<file path="src/rtl/pdx_pkg.sv">
package pdx_pkg;
  localparam int unsigned WORD_W   = 64;
  localparam int unsigned NARROW_W = 32;

  typedef enum logic {
    OP_SCATTER = 1'b0,
    OP_GATHER  = 1'b1
  } pdx_op_e;
endpackage

</file>
<file path="src/rtl/pdx_tzc.sv">
// Trailing-zero count: index of the lowest set bit.
module pdx_tzc #(
  parameter int unsigned W     = 64,
  localparam int unsigned IDX_W = $clog2(W)
) (
  input  logic [W-1:0]     vec_i,
  output logic [IDX_W-1:0] idx_o,
  output logic             zero_o
);
  always_comb begin
    idx_o = '0;
    for (int i = W - 1; i >= 0; i--) begin
      if (vec_i[i]) idx_o = IDX_W'(i);
    end
  end

  assign zero_o = (vec_i == '0);
endmodule

</file>
<file path="src/rtl/pdx_ctrl.sv">
module pdx_ctrl (
  input  logic clk_i,
  input  logic rst_ni,
  input  logic start_i,
  input  logic mask_empty_i,
  output logic busy_o,
  output logic load_o,
  output logic step_o,
  output logic done_o
);
  logic busy_q, done_q, finish;

  assign load_o = start_i & ~busy_q;
  assign step_o = busy_q & ~mask_empty_i;
  assign finish = busy_q & mask_empty_i;

  always_ff @(posedge clk_i or negedge rst_ni) begin
    if (!rst_ni) begin
      busy_q <= 1'b0;
      done_q <= 1'b0;
    end else begin
      if (load_o)      busy_q <= 1'b1;
      else if (finish) busy_q <= 1'b0;
      done_q <= finish;
    end
  end

  assign busy_o = busy_q;
  assign done_o = done_q;
endmodule

</file>
<file path="src/rtl/pdx_core.sv">
module pdx_core
  import pdx_pkg::*;
#(
  parameter int unsigned W     = WORD_W,
  parameter int unsigned N     = NARROW_W,
  localparam int unsigned IDX_W = $clog2(W),
  localparam int unsigned CNT_W = $clog2(W + 1)
) (
  input  logic         clk_i,
  input  logic         rst_ni,
  input  logic         load_i,
  input  logic         step_i,
  input  pdx_op_e      op_i,
  input  logic         wide_i,
  input  logic [W-1:0] src_i,
  input  logic [W-1:0] mask_i,
  output logic         mask_empty_o,
  output logic [W-1:0] mask_o,
  output logic         wide_o,
  output logic [W-1:0] result_o
);
  localparam logic [W-1:0] NARROW_MASK = {{(W - N){1'b0}}, {N{1'b1}}};

  logic [W-1:0]     mask_q, src_q, res_q, lane_set;
  logic [CNT_W-1:0] cnt_q;
  logic [IDX_W-1:0] pos, dst, cnt_idx;
  pdx_op_e          op_q;
  logic             wide_q, moved_bit;

  pdx_tzc #(.W(W)) u_tzc (
    .vec_i (mask_q),
    .idx_o (pos),
    .zero_o(mask_empty_o)
  );

  assign cnt_idx   = cnt_q[IDX_W-1:0];
  assign moved_bit = (op_q == OP_SCATTER) ? src_q[cnt_idx] : src_q[pos];
  assign dst       = (op_q == OP_SCATTER) ? pos : cnt_idx;

  for (genvar g = 0; g < W; g++) begin : g_lane
    assign lane_set[g] = step_i & moved_bit & (dst == IDX_W'(g));
  end

  always_ff @(posedge clk_i or negedge rst_ni) begin
    if (!rst_ni) begin
      mask_q <= '0;
      src_q  <= '0;
      res_q  <= '0;
      cnt_q  <= '0;
      op_q   <= OP_SCATTER;
      wide_q <= 1'b1;
    end else if (load_i) begin
      mask_q <= wide_i ? mask_i : (mask_i & NARROW_MASK);
      src_q  <= src_i;
      res_q  <= '0;
      cnt_q  <= '0;
      op_q   <= op_i;
      wide_q <= wide_i;
    end else if (step_i) begin
      mask_q <= mask_q & (mask_q - W'(1));
      res_q  <= res_q | lane_set;
      cnt_q  <= cnt_q + CNT_W'(1);
    end
  end

  assign mask_o   = mask_q;
  assign wide_o   = wide_q;
  assign result_o = res_q;
endmodule

</file>
<file path="src/rtl/pdx_unit.sv">
module pdx_unit
  import pdx_pkg::*;
#(
  parameter int unsigned W = WORD_W,
  parameter int unsigned N = NARROW_W
) (
  input  logic         clk_i,
  input  logic         rst_ni,
  input  logic         start_i,
  input  logic         op_i,
  input  logic         wide_i,
  input  logic [W-1:0] src_i,
  input  logic [W-1:0] mask_i,
  output logic [W-1:0] result_o,
  output logic         done_o
);
  logic         busy, load, step, mask_empty, wide_q;
  logic [W-1:0] mask_q;

  pdx_ctrl u_ctrl (
    .clk_i       (clk_i),
    .rst_ni      (rst_ni),
    .start_i     (start_i),
    .mask_empty_i(mask_empty),
    .busy_o      (busy),
    .load_o      (load),
    .step_o      (step),
    .done_o      (done_o)
  );

  pdx_core #(.W(W), .N(N)) u_core (
    .clk_i       (clk_i),
    .rst_ni      (rst_ni),
    .load_i      (load),
    .step_i      (step),
    .op_i        (pdx_op_e'(op_i)),
    .wide_i      (wide_i),
    .src_i       (src_i),
    .mask_i      (mask_i),
    .mask_empty_o(mask_empty),
    .mask_o      (mask_q),
    .wide_o      (wide_q),
    .result_o    (result_o)
  );
endmodule

</file>
<file path="config.mk">
export PLATFORM = sky130hd
export DESIGN_NAME = pdx_unit
export DESIGN_NICKNAME = d
export VERILOG_FILES = /design/src/rtl/pdx_pkg.sv /design/src/rtl/pdx_tzc.sv /design/src/rtl/pdx_ctrl.sv /design/src/rtl/pdx_core.sv /design/src/rtl/pdx_unit.sv
export SDC_FILE = /design/constraint.sdc
export NUM_CORES = 1
export LEC_CHECK = 0
export ABC_CLOCK_PERIOD_IN_PS = 4100
export BUFFER_PORTS_ARGS = -buffer_cell sky130_fd_sc_hd__buf_2
export CORE_UTILIZATION = 50
export CTS_CLUSTER_DIAMETER = 80
export DETAILED_ROUTE_END_ITERATION = 7
export PLACE_DENSITY = 0.7
export SYNTH_ARGS = -nofsm -noshare
export SYNTH_HDL_FRONTEND = slang
export SYNTH_HIERARCHICAL = 1
export SYNTH_SLANG_ARGS = --single-unit
</file>
<file path="constraint.sdc">
create_clock -name clk_i -period 4.1 [get_ports clk_i]
set_input_delay 0.205 -clock clk_i [delete_from_list [all_inputs] [get_ports clk_i]]
set_output_delay 0.205 -clock clk_i [all_outputs]
set_load 0.02 [all_outputs]
</file>
; Yosys cells after proc, flatten, opt, wreduce, memory -nomap -nowiden
; Cells that the tools add are included.
[word_totals]
register_bits = 202
latch_bits = 0
input_bits = 133
memories = 0
mem_bits_ro = 0
ramBits = 0
word_cells = 229
[op_classes]
mux = 79
addsub = 2
n_lt_le_gt_ge = 2
div_mod_pow = 0
n_mul = 0
n_eq_ne = 63
reduce_logical = 4
n_bitwise = 72
shift = 0
[ops]
columns = operator, n
row1 = $mux 6, 65
row2 = $mux 64, 5
row3 = $eq 6x6->1 const B, 32
row4 = $eq 6x5->1 const B, 16
row5 = $and 1x1->1, 68
row6 = $and 64x64->64, 1
row7 = $logic_not 64->1, 1
row8 = $or 64x64->64, 1
row9 = $sub 64x1->64 const B, 1
row10 = $eq 6x4->1 const B, 8
row11 = $eq 6x3->1 const B, 4
row12 = $lt 6x7->1 const B, 2
row13 = $mux 7, 2
row14 = $bmux 1 s6, 2
row15 = $eq 6x2->1 const B, 2
row16 = $add 7x1->7 const B, 1
row17 = $eq 6x1->1 const B, 1
row18 = $logic_not 6->1, 1
row19 = $mux 1, 5
row20 = $reduce_bool 2->1, 2
row21 = $not 1->1, 2

; Longest topological paths before layout
[logic_depth]
word_depth = 72
depth_mapped = 14

; Cells and area by module
; The synthesis kept the hierarchy.
[by_module_without_submodules]
columns = mod, area_each_um2, n_inst, cells_per_inst
row1 = pdx_core, 9688.0, 1, 863
row2 = pdx_tzc, 868.3, 1, 144
row3 = pdx_ctrl, 78.8, 1, 6

; Least setup slack after synthesis
; OpenSTA, ideal clock, no wires.
[synth_timing]
kind = reg2reg
startpoint = register u_core.mask_q[12], in the netlist u_core/mask_o[12]
endpoint = register u_core.res_q[0], in the netlist u_core/result_o[0]
arrival_time_ps = 3521
path_slack_ps = 457
path_stages_with_launch = 13
setup_ps = 122
required_ps = 3978
synth_period_minus_slack_ps = 3643
path_cell_list = dfrtp_1 or3_1 nor3_1 nand2_1 o311ai_1 buf_4 buf_2 mux4_2 a221oi_1 o21bai_1 a41oi_2 buf_6 o2bb2ai_1
[synth_between]
elab_chain_len = 21
word_cells_on_any_way = 27
cone_classes = 19 x mux / 5 x bitwise / 3 x reduce/logical
[synth_rtl]
columns = item, line
row1 = start: declaration, pdx_core.sv:24  ; logic [W-1:0] mask_q, src_q, res_q, lane_set;
row2 = start signal: assignment, pdx_core.sv:53  ; mask_q <= wide_i ? mask_i : (mask_i & NARROW_MASK);
row3 = start signal: assignment, pdx_core.sv:60  ; mask_q <= mask_q & (mask_q - W'(1));
row4 = $mux 6 (*) (13 in series), pdx_tzc.sv:13  ; if (vec_i[i]) idx_o = IDX_W'(i);
row5 = via u_core.pos[0], pdx_core.sv:26  ; logic [IDX_W-1:0] pos, dst, cnt_idx;
row6 = $bmux 1 s6, pdx_core.sv:37  ; assign moved_bit = (op_q == OP_SCATTER) ? src_q[cnt_idx] : src_q[pos];
row7 = $mux 1 (implied by the code), pdx_core.sv:37
row8 = $mux 1, pdx_core.sv:37
row9 = $and 1x1->1, pdx_core.sv:41  ; assign lane_set[g] = step_i & moved_bit & (dst == IDX_W'(g));
row10 = $and 1x1->1 (*), pdx_core.sv:41
row11 = $or 64x64->64 (*), pdx_core.sv:61  ; res_q <= res_q | lane_set;
row12 = $mux 64 (*), pdx_core.sv:59  ; end else if (step_i) begin
row13 = $mux 64 (*), pdx_core.sv:52  ; end else if (load_i) begin
row14 = end signal: assignment, pdx_core.sv:61
row15 = end: declaration, pdx_core.sv:24
; The timed path passes the listed nets; every way through them passes the cells marked *. The select of a mux whose other input is x is not followed.
; A chain may end at the register's enable or synchronous reset.

; Final worst setup path
[layout_timing]
startpoint = register u_core.mask_q[12], in the netlist u_core/mask_o[12]
endpoint = register u_core.res_q[41], in the netlist u_core/result_o[41]
; The elaborated chain is that of the path after synthesis.

==> run summary <==
=====================================================================================
Result of the run                                                        complete, no violations
Routed via count divided by cell count                                          5.939
Setup fix buffers added after clock tree synthesis                                  0
Unrepaired setup endpoints after global routing                                 false
Minimum setup slack among reg-to-reg paths                                    0.21 ns
Detailed Route WL                                                            30.39 mm
Synthesized area                                                         0.01060 mm^2
CTS sink cnt                                                                      201
Worst setup SP type                                                              flop
Number of global-route vias before repair                                       9,314
Reg clk slew, reported paths                                                  0.06 ns
Clock buffer count from CTS                                                        22
Number of buffers on the longest clock path                                         3
Antenna viol nets, final                                                            0
Number of setup violations in the final report                                      0
Shortest clock period the worst path allows after layout                     3.890 ns
Worst setup path startpoint                                              u_core/mask_o[12]
Worst r2r src                                                            u_core/mask_o[12]
Router iterations before antenna repair                                             5
Total number of vias                                                            9,466
Post-Syn Nets                                                                   1,145
Final weighted congestion in routability-driven placement                      0.8514
Initial Util                                                                   51.73%
Clk root buf                                                                clkbuf_16
Power density of the placed cells                                        700.6 mW/mm^2
Count of routing violations after the opening detailed-route iteration            722
Gate count after technology mapping                                             1,011
Hold Crit Class                                                             in -> reg
Total negative slack for setup checks                                            0 ns
Total number of H-tree levels                                                       1
Cell at the slowest stage of the critical path                                 mux4_2
CP endpoint                                                              u_core/result_o[41]
Number of buffers inserted by port buffering                                      197
Relative area change from synthesis to final layout                            30.04%
Die area                                                                 0.02179 mm^2
Required time reported for the critical path endpoint                         4.47 ns
All-Layer GR Usage                                                             27.88%
Highest-count cells in the layout ignoring fill and taps                 dfrtp_1, buf_2, dlygate4sd3_1
Met1 layer usage reported by global route                                      39.84%
Met3 routing resource usage after global routing                               3.765%
Layout cells sized above 1                                                     28.17%
Number of cells on the worst reg-to-reg path                                       11
Most common library cell in the layout ignoring fill and taps                 dfrtp_1
Most frequent cell on the critical path                                       nand2_1
Crit path DAT                                                                 4.26 ns
Count of pins on the block boundary                                               198
Crit-path max cell delay                                                      0.54 ns
Final critical-path share of the clock period                                  94.88%
TritonCTS clock tree                                                              yes
Height of the chip                                                           147.6 um
Slew of the pin with the lowest slew margin                                 0.9624 ns
Chip Width                                                                   147.6 um
Number of antenna violations at the first check in global routing                   0
Worst rel slew slack                                                           35.84%
Clock latency on the worst-skew pair                                          0.50 ns
Final-report hold violation count                                                   0
Leak Pwr                                                                  0.006045 uW
Kind of capture point of the worst setup path                                    flop
GR Util met2                                                                   45.00%
Core area                                                                0.02049 mm^2
DRC violations left                                                                 0
Global-route wire length before repair                                       48.55 mm
Worst hold slack                                                          0.009967 ns
HPWL after detailed placement                                                19.10 mm
Reported max-cap violation count                                                    0
Average wire length per cell after detail routing                            19.06 um
Total global routing overflow                                                       0
Total count of max-transition violations in the final report                        0
Endpoint of the worst-slack reg-to-reg timing path                       u_core/result_o[41]
Clk_skew                                                                   0.01756 ns
Number of synthesis warnings                                                        6
Peak ir drop on the vdd network                                             0.4242 mV
Achievable Freq                                                            0.2571 GHz
Avg Cell Area, Syn                                                         10.49 um^2
Pin count of the biggest net entering global routing                              158
Antenna Cells                                                                       0
Largest fanout on the critical path                                                64
Num rows                                                                           52
Most used routing layer in global routing                                        met2
List of cells traversed by the critical path                             or3_1, nor3_1, nand2_1, o311ai_4, buf_4, mux4_2, a221oi_1, nand2_1, a41oi_4, buf_12, o2bb2ai_1
Kind of critical path                                                      reg -> reg
Post-layout net count                                                           1,443
=====================================================================================
[registers in the layout, indices dropped and copies added (netlist names)]
signal	cells
u_ctrl/busy_o	1
u_core/op_q	1
u_core/result_o	64
u_core/cnt_q	6
u_core/mask_o	64
u_ctrl/done_o	1
u_core/src_q	64
[what timing repair did]
action | 4_1_cts | 5_1_grt
resized for setup | 0 | 1
hold buffers | 119 | 0
endpoints found under the hold margin | 230 | 0
endpoints found under the setup margin | 0 | 12
[through the flow]
stage / util, % / std cells / power [uW] / worst slack, ns / cell area [um^2]
final: 67.27 / 1594 / 9658 / 0.2098 / 13790
after global routing: 67.27 / 1594 / 10210 / 0.03795 / 13790
after CTS: 67.23 / 1594 / 9627 / 0.1876 / 13780
after detailed placement: 57.93 / 1436 / 7551 / 0.1785 / 11870
after global placement: 57.93 / 1436 / 7468 / 0.3147 / 11870
after floorplan: - / 1011 / 6370 / 0.4570 / 10600
[layout make-up]
cell class | count | area [um^2]
repair buffers | 340 | 2404
flip-flops and latches | 201 | 5030
fillers | 1581 | 6709
multi-input cells | 718 | 5201
well taps | 270 | 337.8
inverters | 26 | 97.59
clock buffers | 37 | 678.2
clock inverters | 2 | 37.54
[how the worst min path moves through the flow]
stage                                    to  depth (start not counted)  slack, ns        from
after floorplan             u_core/cnt_q[0]                          0      -0.09      rst_ni
after global placement    u_core/mask_o[50]                          3       0.40  mask_i[50]
after detailed placement  u_core/mask_o[16]                          1       0.40      rst_ni
after CTS                 u_core/mask_o[28]                          3      0.005  mask_i[28]
after global routing      u_core/mask_o[61]                          3       0.03  mask_i[61]
final                     u_core/mask_o[56]                          3       0.01  mask_i[56]
[where the power goes]
group          switching [uW]  internal, uW  leakage [uW]
combinational            2390          2020       0.00311
clock                     782          1180      0.000344
sequential                743          2540       0.00259
total                    3910          5750       0.00604
[critical path, delay by kind of cell (launching register included)]
family / cells / cell delay, ns
flip-flops: 1 / 0.45
multiplexers: 1 / 0.54
AO/OA/AOI/OAI: 4 / 1.13
buffers and inverters: 2 / 0.61
AND/OR/NAND/NOR: 4 / 1.02
[routing by layer]
| metal | wire length [um] | part of all wire (%) |
|---|---|---|
| met1 | 13430 | 44 |
| met2 | 14380 | 47 |
| met3 | 1982 | 6.5 |
| met4 | 595 | 2.0 |
| met5 | 0 | 0 |
(Power assumes the default switching activity.)
